<file path="config.mk">
export PLATFORM = sky130hd
export DESIGN_NAME = fiq_source_selector
export DESIGN_NICKNAME = d
export VERILOG_FILES = /design/src/rtl/fiq_sel_pkg.sv /design/src/rtl/fiq_ctrl_reg.sv /design/src/rtl/fiq_src_mux.sv /design/src/rtl/fiq_gate.sv /design/src/rtl/fiq_source_selector.sv
export SDC_FILE = /design/constraint.sdc
export NUM_CORES = 1
export LEC_CHECK = 0
export BUFFER_PORTS_ARGS = -buffer_cell sky130_fd_sc_hd__buf_4
export CAP_MARGIN = 25
export CORE_UTILIZATION = 25
export DETAILED_ROUTE_END_ITERATION = 8
export PLACE_DENSITY_LB_ADDON = 0.1
export SYNTH_ARGS = -nofsm -noshare
export SYNTH_HDL_FRONTEND = slang
export SYNTH_SLANG_ARGS = --single-unit
</file>
<file path="constraint.sdc">
create_clock -name clk -period 1.71 [get_ports clk]
set_input_delay 0.342 -clock clk [delete_from_list [all_inputs] [get_ports clk]]
set_output_delay 0.342 -clock clk [all_outputs]
set_load 0.01 [all_outputs]
</file>
<file path="src/rtl/fiq_sel_pkg.sv">
package fiq_sel_pkg;
  parameter int IDX_W   = 7;
  parameter int BASE_W  = 8;
  parameter int WIDE_W  = 32;
  parameter int DATA_W  = 32;
  parameter int ADDR_W  = 8;
  localparam int TOTAL_SRC = 2 * WIDE_W + BASE_W;
  localparam logic [ADDR_W-1:0] CTRL_OFS = 8'h0C;

  typedef struct packed {
    logic             en;
    logic [IDX_W-1:0] idx;
  } fiq_ctrl_t;
endpackage

</file>
<file path="src/rtl/fiq_ctrl_reg.sv">
module fiq_ctrl_reg
  import fiq_sel_pkg::*;
(
  input  logic              clk,
  input  logic              rst_n,
  input  logic              wr_en,
  input  logic              rd_en,
  input  logic [ADDR_W-1:0] addr,
  input  logic [DATA_W-1:0] wdata,
  output logic [DATA_W-1:0] rdata,
  output fiq_ctrl_t         ctrl
);
  localparam int CW = IDX_W + 1;

  logic hit;
  fiq_ctrl_t ctrl_q;
  logic [DATA_W-1:0] rdata_q;

  assign hit = (addr == CTRL_OFS);

  always_ff @(posedge clk or negedge rst_n) begin
    if (!rst_n)
      ctrl_q <= '0;
    else if (wr_en && hit)
      ctrl_q <= fiq_ctrl_t'(wdata[CW-1:0]);
  end

  always_ff @(posedge clk or negedge rst_n) begin
    if (!rst_n)
      rdata_q <= '0;
    else if (rd_en && hit)
      rdata_q <= {{(DATA_W-CW){1'b0}}, ctrl_q};
    else
      rdata_q <= '0;
  end

  assign ctrl  = ctrl_q;
  assign rdata = rdata_q;


  ctrl_store_chk: assert property (@(posedge clk) disable iff (!rst_n)
    (wr_en && addr == CTRL_OFS) |=> (ctrl_q == $past(wdata[CW-1:0])));


  ctrl_hold_chk: assert property (@(posedge clk) disable iff (!rst_n)
    !(wr_en && addr == CTRL_OFS) |=> $stable(ctrl_q));


  rdata_upper_zero_chk: assert property (@(posedge clk) disable iff (!rst_n)
    rdata[DATA_W-1:CW] == '0);


  rdata_idle_chk: assert property (@(posedge clk) disable iff (!rst_n)
    !rd_en |=> (rdata == '0));
endmodule

</file>
<file path="src/rtl/fiq_src_mux.sv">
module fiq_src_mux
  import fiq_sel_pkg::*;
(
  input  logic [BASE_W-1:0] bank0_src,
  input  logic [WIDE_W-1:0] bank1_src,
  input  logic [WIDE_W-1:0] bank2_src,
  input  logic [IDX_W-1:0]  idx,
  output logic              level
);
  logic [TOTAL_SRC-1:0] flat;

  // Flat order: first wide bank, second wide bank, then base bank.
  for (genvar i = 0; i < TOTAL_SRC; i++) begin : g_flat
    if (i < WIDE_W) begin : g_b1
      assign flat[i] = bank1_src[i];
    end else if (i < 2 * WIDE_W) begin : g_b2
      assign flat[i] = bank2_src[i-WIDE_W];
    end else begin : g_b0
      assign flat[i] = bank0_src[i-2*WIDE_W];
    end
  end

  always_comb begin
    level = 1'b0;
    for (int k = 0; k < TOTAL_SRC; k++) begin
      if (int'(idx) == k) level = flat[k];
    end
  end


  always_comb begin
    if (int'(idx) >= TOTAL_SRC) no_src_chk: assert (level == 1'b0);
  end
endmodule

</file>
<file path="src/rtl/fiq_gate.sv">
module fiq_gate (
  input  logic clk,
  input  logic rst_n,
  input  logic en,
  input  logic level,
  output logic fiq
);
  logic fiq_q;

  always_ff @(posedge clk or negedge rst_n) begin
    if (!rst_n) fiq_q <= 1'b0;
    else        fiq_q <= en & level;
  end

  assign fiq = fiq_q;


  gate_off_chk: assert property (@(posedge clk) disable iff (!rst_n)
    !en |=> !fiq);


  gate_follow_chk: assert property (@(posedge clk) disable iff (!rst_n)
    (en && level) |=> fiq);
endmodule

</file>
<file path="src/rtl/fiq_source_selector.sv">
module fiq_source_selector
  import fiq_sel_pkg::*;
(
  input  logic              clk,
  input  logic              rst_n,
  input  logic              wr_en,
  input  logic              rd_en,
  input  logic [ADDR_W-1:0] addr,
  input  logic [DATA_W-1:0] wdata,
  output logic [DATA_W-1:0] rdata,
  input  logic [BASE_W-1:0] bank0_src,
  input  logic [WIDE_W-1:0] bank1_src,
  input  logic [WIDE_W-1:0] bank2_src,
  output logic              fiq
);
  fiq_ctrl_t ctrl;
  logic      level;

  fiq_ctrl_reg u_reg (
    .clk(clk), .rst_n(rst_n), .wr_en(wr_en), .rd_en(rd_en),
    .addr(addr), .wdata(wdata), .rdata(rdata), .ctrl(ctrl)
  );

  fiq_src_mux u_mux (
    .bank0_src(bank0_src), .bank1_src(bank1_src), .bank2_src(bank2_src),
    .idx(ctrl.idx), .level(level)
  );

  fiq_gate u_gate (
    .clk(clk), .rst_n(rst_n), .en(ctrl.en), .level(level), .fiq(fiq)
  );


  bank1_route_chk: assert property (@(posedge clk) disable iff (!rst_n)
    (ctrl.en && int'(ctrl.idx) < WIDE_W && bank1_src[ctrl.idx[4:0]]) |=> fiq);


  bank0_route_chk: assert property (@(posedge clk) disable iff (!rst_n)
    (ctrl.en && int'(ctrl.idx) >= 2*WIDE_W && int'(ctrl.idx) < TOTAL_SRC
     && !bank0_src[ctrl.idx[2:0]]) |=> !fiq);


  unmapped_idx_chk: assert property (@(posedge clk) disable iff (!rst_n)
    (int'(ctrl.idx) >= TOTAL_SRC) |=> !fiq);
endmodule

</file>
* After elaboration in Yosys (flattened, before gate mapping)
Cells that the tools add are included.
** Operators by class
- Equality and inequality tests :: 72
- Mux-type cells :: 73
- Bitwise logic cells :: 1
- Reduce and logical (&&, ||, !) cells :: 3
** Operators with widths (count)
- 7-bit == test (second input constant) :: 40
- 7-bit by 6-bit == test with 1-bit output (second input constant) :: 16
- 1-bit two-way mux :: 72
- 7-bit by 5-bit == test with 1-bit output (second input constant) :: 8
- 7-bit by 4-bit == test with 1-bit output (second input constant) :: 4
- 7-bit by 3-bit == test with 1-bit output (second input constant) :: 2
- 8-bit by 4-bit == test with 1-bit output (second input constant) :: 1
- 8-bit two-way mux :: 1
- 7-bit by 2-bit == test with 1-bit output (second input constant) :: 1
- 7-bit logical NOT :: 1
- 1-bit logical AND :: 2
- 1-bit bitwise AND :: 1
** Word-level totals
- Register bits :: 41
- Bits of input ports :: 116
- Output and inout port bits :: 33
- Word-level logic and storage cells :: 153

* Depth between registers and ports, before layout
Gate-level depths: netlist of run 1.
- Depth in word-level cells :: 74
- Gate-level depth with buffers :: 10
- Gate-level depth less buffers :: 7

* Cells and area by module
A second synthesis of run 1 with hierarchy kept.
** Unflattened totals
- Cells, all modules :: 244
- Area total of the unflattened synthesis :: 2013.2 µm²
** Modules (own cells, without submodules)
- fiq_src_mux :: instances 1, cells each 181, area an instance 1198.6 µm², sequential area each 0.0 µm²
- fiq_ctrl_reg :: instances 1, cells each 61, area an instance 783.3 µm², sequential area each 400.4 µm²
- fiq_gate :: instances 1, cells each 2, area an instance 31.3 µm², sequential area each 25.0 µm²

* Worst setup path after synthesis of run 1
No wires, ideal clock.
- Path type :: input port to flip-flop
- Start point :: input addr[5]
- End point :: register u_reg.ctrl_q, in the netlist u_reg.ctrl[0]
- Library setup time :: 125 ps
- Data arrival time :: 1655 ps
- Required time :: 1585 ps
- Path slack :: -70 ps
- Stages :: 4
- Buffers on the path :: 0
- Cells stage by stage :: or4_4 > nor4_4 > nand2_4 > mux2_2
** On the way
- Longest elaborated chain between the ends :: 2
** Ends and longest elaborated chain
- start: declaration :: RTL line fiq_source_selector.sv:8 : input logic [ADDR_W-1:0] addr,
- 8-bit by 4-bit == test with 1-bit output :: RTL line fiq_ctrl_reg.sv:19 : assign hit = (addr == CTRL_OFS);
- 1-bit logical AND :: RTL line fiq_ctrl_reg.sv:24 : else if (wr_en && hit)
- end signal: assignment :: RTL line fiq_ctrl_reg.sv:25 : ctrl_q <= fiq_ctrl_t'(wdata[CW-1:0]);
- end: declaration :: RTL line fiq_ctrl_reg.sv:16 : fiq_ctrl_t ctrl_q;
No other way between the ends.
A chain may end at the register's enable or synchronous reset.

* Final worst setup path of run 1
- Start point :: register u_reg.ctrl_q, in the netlist u_reg.ctrl[0]
- End point :: register u_gate.fiq_q (netlist: u_gate.fiq)
** On the way
- Longest elaborated chain between the ends :: 74
- Elaborated cells on any way between the ends :: 145
- Classes of those cells :: eq/ne (71); mux (72); bitwise (1); reduce/logical (1)
** Ends and longest elaborated chain
- 7-bit logical NOT :: RTL line fiq_src_mux.sv:26 : if (int'(idx) == k) level = flat[k];
- 1-bit two-way mux (71 in series) :: RTL line fiq_src_mux.sv:26
- 1-bit two-way mux (*) :: RTL line fiq_src_mux.sv:26
- 1-bit bitwise AND (*) :: RTL line fiq_gate.sv:12 : else fiq_q <= en & level;
- end signal: assignment :: RTL line fiq_gate.sv:12
- end: declaration :: RTL line fiq_gate.sv:8 : logic fiq_q;
Mark *: on every way between the ends. The rest lies on a longest branch, timed or not.

==> out/results.txt, run 1 <==
wirelength, routed: 7190 um
CTS tree: yes
Max Slew Vio Count: 0
RSZ-0062 raised after global routing: true
clk sink count: 17
Synth-to-Final Area Change: 64.8%
switching share of power: 0.306
failing checks: setup timing
Stages on worst setup path: 8
overall power: 1340 uW
detailed placement HPWL: 5930 um
largest fanout on the critical path: 8
cell depth of the worst flop-to-flop path: 8
Max-Cap Viols: 0
CTS clk-pin slew, worst paths: 0.06 ns
Die X: 92.3 um
met2 Usage GRT: 0.280
routability cong.: 0.826
Max Root-Sink Buffers: 2
DRC: 0
Hold EP: u_reg.ctrl[0]
GR Util met1: 0.220
worst hold slack: 0.321 ns
share of post-route cells with drive strength above 1: 0.549
first-pass GRT wire length: 10700 um
Initial Utilization: 0.261
slowest stage delay, CP: 0.53 ns
H-tree levels: 1
outcome: finished with violations
CP Cell Sequence: buf_12 -> buf_12 -> mux4_2 -> o221ai_2 -> nor3_2 -> o211ai_1 -> nor4_2 -> o22a_1
largest net degree at the start of global routing: 24
vias in the first global route: 2248
combinational power share: 0.460
synthesized area: 0.00204 mm2
# setup viols final: 1
Worst path most repeated cell: buf_12
# diodes: 0
final period utilization: 1.18
final worst slack: -0.314 ns
core area: 0.00781 mm2
Root Driver: clkbuf_8
Fmax: 0.494 GHz
NumNets Final: 501
Max stage delay cell, worst path: mux4_2
post-synthesis register bit count: 17
Top-Level Pins: 149
DIE AREA: 0.00852 mm2
EDFF count, synth: 0
P per Cell Area: 398 mW/mm2
antenna-violating nets left: 0
Vias: 2306
CP Buf/Inv Count: 2
Yosys warning total: 0
Pint: 929 uW
Worst R2R Setup Slack: -0.31 ns
Reg power frac: 0.319
grt ovf: 0
Static Leak: 0.00157 uW
Pre-Repair DR Iteration Count: 4
Min-Delay Path Depth: 2
port buffer count: 100
met3 Use GR: 0.0172
sequential fraction of the synthesis area: 0.209
prevailing post-synth register cell: dfrtp_1
GRT Total Usage: 0.160
reg2reg start: u_reg.ctrl[0]
Avg WL per Cell: 14.8 um
Util after Layout: 0.430
CTS buffer count: 3
Via density: 4.74
Final min period: 2.02 ns
initial DRC count: 117
NetSw: 410 uW
crit start category: flop
R2R Path End: u_gate.fiq
Layout Skew: 0.00232 ns
Worst Path Required: 1.84 ns
# rows: 32
CP Class: reg -> reg
Max IR drop VDD: 0.280 mV
worst skew pair latency: 0.25 ns
Post-Syn Area per Cell: 8.57 um2
layer with the highest usage: met2
Post-Syn Instances: 238
initial antenna violation count: 0
Hold Vio Cnt, Final: 0
critical path arrival: 2.16 ns
asr flop ratio synth: 1.00
clock share of power: 0.221
startpoint of the worst hold path: wdata[0]
hold crit path type: in -> reg
Setup TNS: -0.314 ns
Die Span Y: 92.3 um
CP endpoint kind: flop
library cells used by synthesis: 55
Top delay family on crit path: compound AO/OA/AOI/OAI gates
==> layout make-up <==
type,count,area (um2)
clock inverters,1,5.00
repair buffers,163,1300
multi-input cells,198,1450
well taps,102,128
clock buffers,3,41.3
fillers,808,4450
inverters,2,7.51
flip-flops and latches,17,427
==> worst max path at each step <==
stage	slack, ns	end	from
2_1_floorplan	-0.07	u_reg.ctrl[0]	addr[5]
3_3_place_gp	-0.38	u_gate.fiq	u_reg.ctrl[0]
3_5_place_dp	-0.38	u_gate.fiq	u_reg.ctrl[0]
4_1_cts	-0.32	u_gate.fiq	u_reg.ctrl[0]
5_1_grt	-0.40	u_gate.fiq	u_reg.ctrl[0]
6_report	-0.31	u_gate.fiq	u_reg.ctrl[0]
==> cells by family (layout without fill, tap and decap cells) <==
family,count (synthesis),after routing,share of synthesized area
AOI/OAI and AO/OA,68,68,0.240
and+or+nand+nor,81,81,0.232
muxes,25,25,0.150
other,1,24,0.00184
DFF,17,17,0.209
buffers and inverters,46,169,0.167
==> placed cells by master, fill, tap and decap left out, types with 3 or more instances in the layout <==
cell      count
a211oi_1      6
a21oi_1      11
and2_1        4
and3_1        8
buf_12        3
buf_4       153
buf_6         5
clkbuf_8      3
conb_1       24
dfrtp_1      16
mux2_2       15
mux2i_1       7
mux4_2        3
nand2_1       8
nand2b_1      7
nand3_1       4
nand3b_1      3
nor2_1       14
nor3_1        8
nor3b_1       3
o21a_1        3
o21ai_0       8
o21ai_1       3
o22ai_1      11
o31ai_1       3
o32ai_1       3
==> Yosys cell counts, types with 2 or more instances <==
master	n	share of area
and2_1	4	0.012
a21o_1	2	0.0074
o21ai_0	11	0.027
buf_4	31	0.11
buf_8	2	0.015
nor4_1	5	0.015
nand2_1	8	0.015
mux2_2	15	0.083
nor3b_1	4	0.015
nor2_1	14	0.026
mux4_2	3	0.033
buf_6	3	0.017
dfrtp_1	17	0.21
mux2i_1	7	0.034
nand3_1	4	0.0098
a211oi_1	7	0.026
o32ai_1	3	0.013
o22ai_1	11	0.034
inv_1	2	0.0037
nand2b_1	9	0.028
nor3_1	10	0.025
a21oi_1	12	0.029
nand3b_1	3	0.011
nor2b_1	3	0.0092
and3_1	8	0.025
o21a_1	3	0.011
o31ai_1	3	0.011
o2111ai_1	2	0.0086
buf_2	6	0.015
==> sequential cells by signal (all words and copies together), names as in the netlist <==
name,flops
u_reg.rdata,8
u_reg.ctrl,8
u_gate.fiq,1
==> metrics by stage <==
| stage | worst slack [ns] | area [um2] | cells |
|---|---|---|---|
| floorplan | -0.0701 | 2130 | 261 |
| global placement | -0.381 | 3100 | 472 |
| detailed placement | -0.379 | 3100 | 472 |
| CTS | -0.323 | 3210 | 480 |
| global route | -0.401 | 3360 | 486 |
| finish | -0.314 | 3360 | 486 |
==> power groups by stage <==
stage | sequential (uW) | clock (uW) | combinational [uW]
after detailed placement | 438 | 0 | 555
after floorplan | 427 | 0 | 305
final | 427 | 296 | 616
after global routing | 428 | 325 | 666
after global placement | 439 | 0 | 553
after CTS | 431 | 304 | 575
==> routing by layer <==
layer | share of wire | wire [um]
met1 | 0.47 | 3360
met2 | 0.50 | 3600
met3 | 0.032 | 229
met4 | 0 | 0
met5 | 0 | 0
==> timing repair <==
item,4_1_cts,5_1_grt
gates resized for setup,7,18
pin swaps,0,10
hold endpoints to repair,17,0
setup endpoints to repair,1,1
cloned,0,1
buffers inserted,3,5
hold buffers,1,0
Power figures use the tool's default switching activity.
==> run 2, diff against run 1 <==
SETUP_SLACK_MARGIN = 0.5   (was unset)
clock period = 1.9 ns   (was 1.71 ns; I/O delays follow)
==> run 2 against run 1 <==
  * The run still ends with setup timing left
  * Wire length up 3.2%
  * Global-route usage up 1.0 points
  * Highest routed layer is now met4
  * Combinational power down 9.7%
  * Critical path type unchanged
==> out/results.txt, run 2 (synthesis gave the netlist of run 1 again) <==
outcome: finished with violations
failing checks: setup timing
R2R Path End: u_gate.fiq
most frequent cells in the layout: 155 x buf_4, 24 x conb_1, 14 x dfrtp_1
cell depth of the worst flop-to-flop path: 10
Avg WL per Cell: 15.1 um
Max-Cap Viols: 0
detailed placement HPWL: 5640 um
Reg power frac: 0.320
Worst Path Required: 2.04 ns
Max Root-Sink Buffers: 2
routability cong.: 0.804
wirelength, routed: 7420 um
switching share of power: 0.307
DRC: 0
initial DRC count: 100
antenna-violating nets left: 0
Root Driver: clkbuf_8
vias in the first global route: 2285
overall power: 1210 uW
initial antenna violation count: 0
Top-Level Pins: 149
first-pass GRT wire length: 11500 um
# setup viols final: 1
CP endpoint kind: flop
Final min period: 2.05 ns
# diodes: 0
fillcell total: 822
crit start category: flop
Die Span Y: 92.3 um
Vias: 2294
Pint: 841 uW
H-tree levels: 1
Layout Skew: 0.00200 ns
NumNets Final: 507
final period utilization: 1.08
hold crit path type: in -> reg
Synth-to-Final Area Change: 70.5%
Util after Layout: 0.445
Max IR drop VDD: 0.216 mV
startpoint of the worst hold path: wdata[0]
Hold Vio Cnt, Final: 0
worst skew pair latency: 0.25 ns
largest fanout on the critical path: 6
DIE AREA: 0.00852 mm2
Fmax: 0.487 GHz
NetSw: 373 uW
clk sink count: 17
worst setup path startpoint: u_reg.ctrl[0]
final worst slack: -0.155 ns
combinational power share: 0.458
clock share of power: 0.222
RSZ-0062 raised after global routing: true
CTS buffer count: 3
Worst R2R Setup Slack: -0.15 ns
Die X: 92.3 um
core area: 0.00781 mm2
most common cell after layout, fill and taps aside: buf_4
CP Class: reg -> reg
CTS tree: yes
Initial Utilization: 0.261
grt ovf: 0
Max Slew Vio Count: 0
largest net degree at the start of global routing: 26
# rows: 32
share of post-route cells with drive strength above 1: 0.582
GRT Total Usage: 0.170
P per Cell Area: 349 mW/mm2
Pre-Repair DR Iteration Count: 4
port buffer count: 100
CTS clk-pin slew, worst paths: 0.06 ns
Min-Delay Path Depth: 2
Static Leak: 0.00163 uW
critical path arrival: 2.19 ns
Hold EP: u_reg.ctrl[0]
reg2reg start: u_reg.ctrl[0]
Via density: 4.66
run 2: repair_timing:
| action | 4_1_cts | 5_1_grt |
|---|---|---|
| pin swaps | 9 | 8 |
| endpoints found under the hold margin | 17 | 0 |
| buffers inserted | 10 | 5 |
| gates cloned | 1 | 0 |
| endpoints found under the setup margin | 17 | 17 |
| hold buffers | 1 | 0 |
| gates resized for setup | 36 | 17 |
run 2: critical path: stages (launching register included):
cell and delay (ns):
dfrtp_2 0.46, buf_6 0.14, buf_12 0.13, buf_8 0.12, buf_4 0.13, a211oi_2 0.20, o22ai_1 0.11, o21a_1 0.18
a211oi_2 0.24, nor4_2 0.07, o22a_1 0.17
run 2: worst max-delay path by stage:
stage | cells past startpoint | endpoint | slack, ns
after floorplan | 4 | u_reg.ctrl[0] | 0.09
after global placement | 8 | u_gate.fiq | -0.22
after detailed placement | 8 | u_gate.fiq | -0.23
after CTS | 9 | u_gate.fiq | -0.17
after global routing | 10 | u_gate.fiq | -0.25
final | 10 | u_gate.fiq | -0.15
run 2: power by group through the flow:
stage,sequential (uW),combinational (uW),clock [uW]
floorplan,384,274,0
global placement,396,487,0
detailed placement,396,486,0
CTS,389,538,279
global route,390,602,297
finish,389,556,270
run 2: layout make-up:
cell class | count | area [um2] | area share
clock inverters | 1 | 5.00 | 0.00144
clock buffers | 3 | 41.3 | 0.0119
flip-flops and latches | 17 | 429 | 0.123
inverters | 2 | 7.51 | 0.00216
well taps | 102 | 128 | 0.0367
repair buffers | 169 | 1360 | 0.392
multi-input cells | 198 | 1510 | 0.433
run 2: per-layer routing:
layer | global-route usage | vias up | share of wire
met5 | 0 | - | 0
li1 | - | 1146 | -
met3 | 0.0197 | 6 | 0.048
met4 | 0.0286 | 0 | 0.0088
met1 | 0.234 | 1070 | 0.44
met2 | 0.289 | 72 | 0.51
run 2: through the flow:
step	setup slack, ns	cell area [um2]	TNS (ns)	hold slack [ns]	cells
5_1_grt	-0.253	3480	-0.253	0.352	492
2_1_floorplan	0.0924	2130	0	0.0844	261
3_3_place_gp	-0.219	3090	-0.230	0.257	471
3_5_place_dp	-0.226	3090	-0.231	0.256	471
6_report	-0.155	3480	-0.155	0.357	492
4_1_cts	-0.175	3380	-0.175	0.354	487
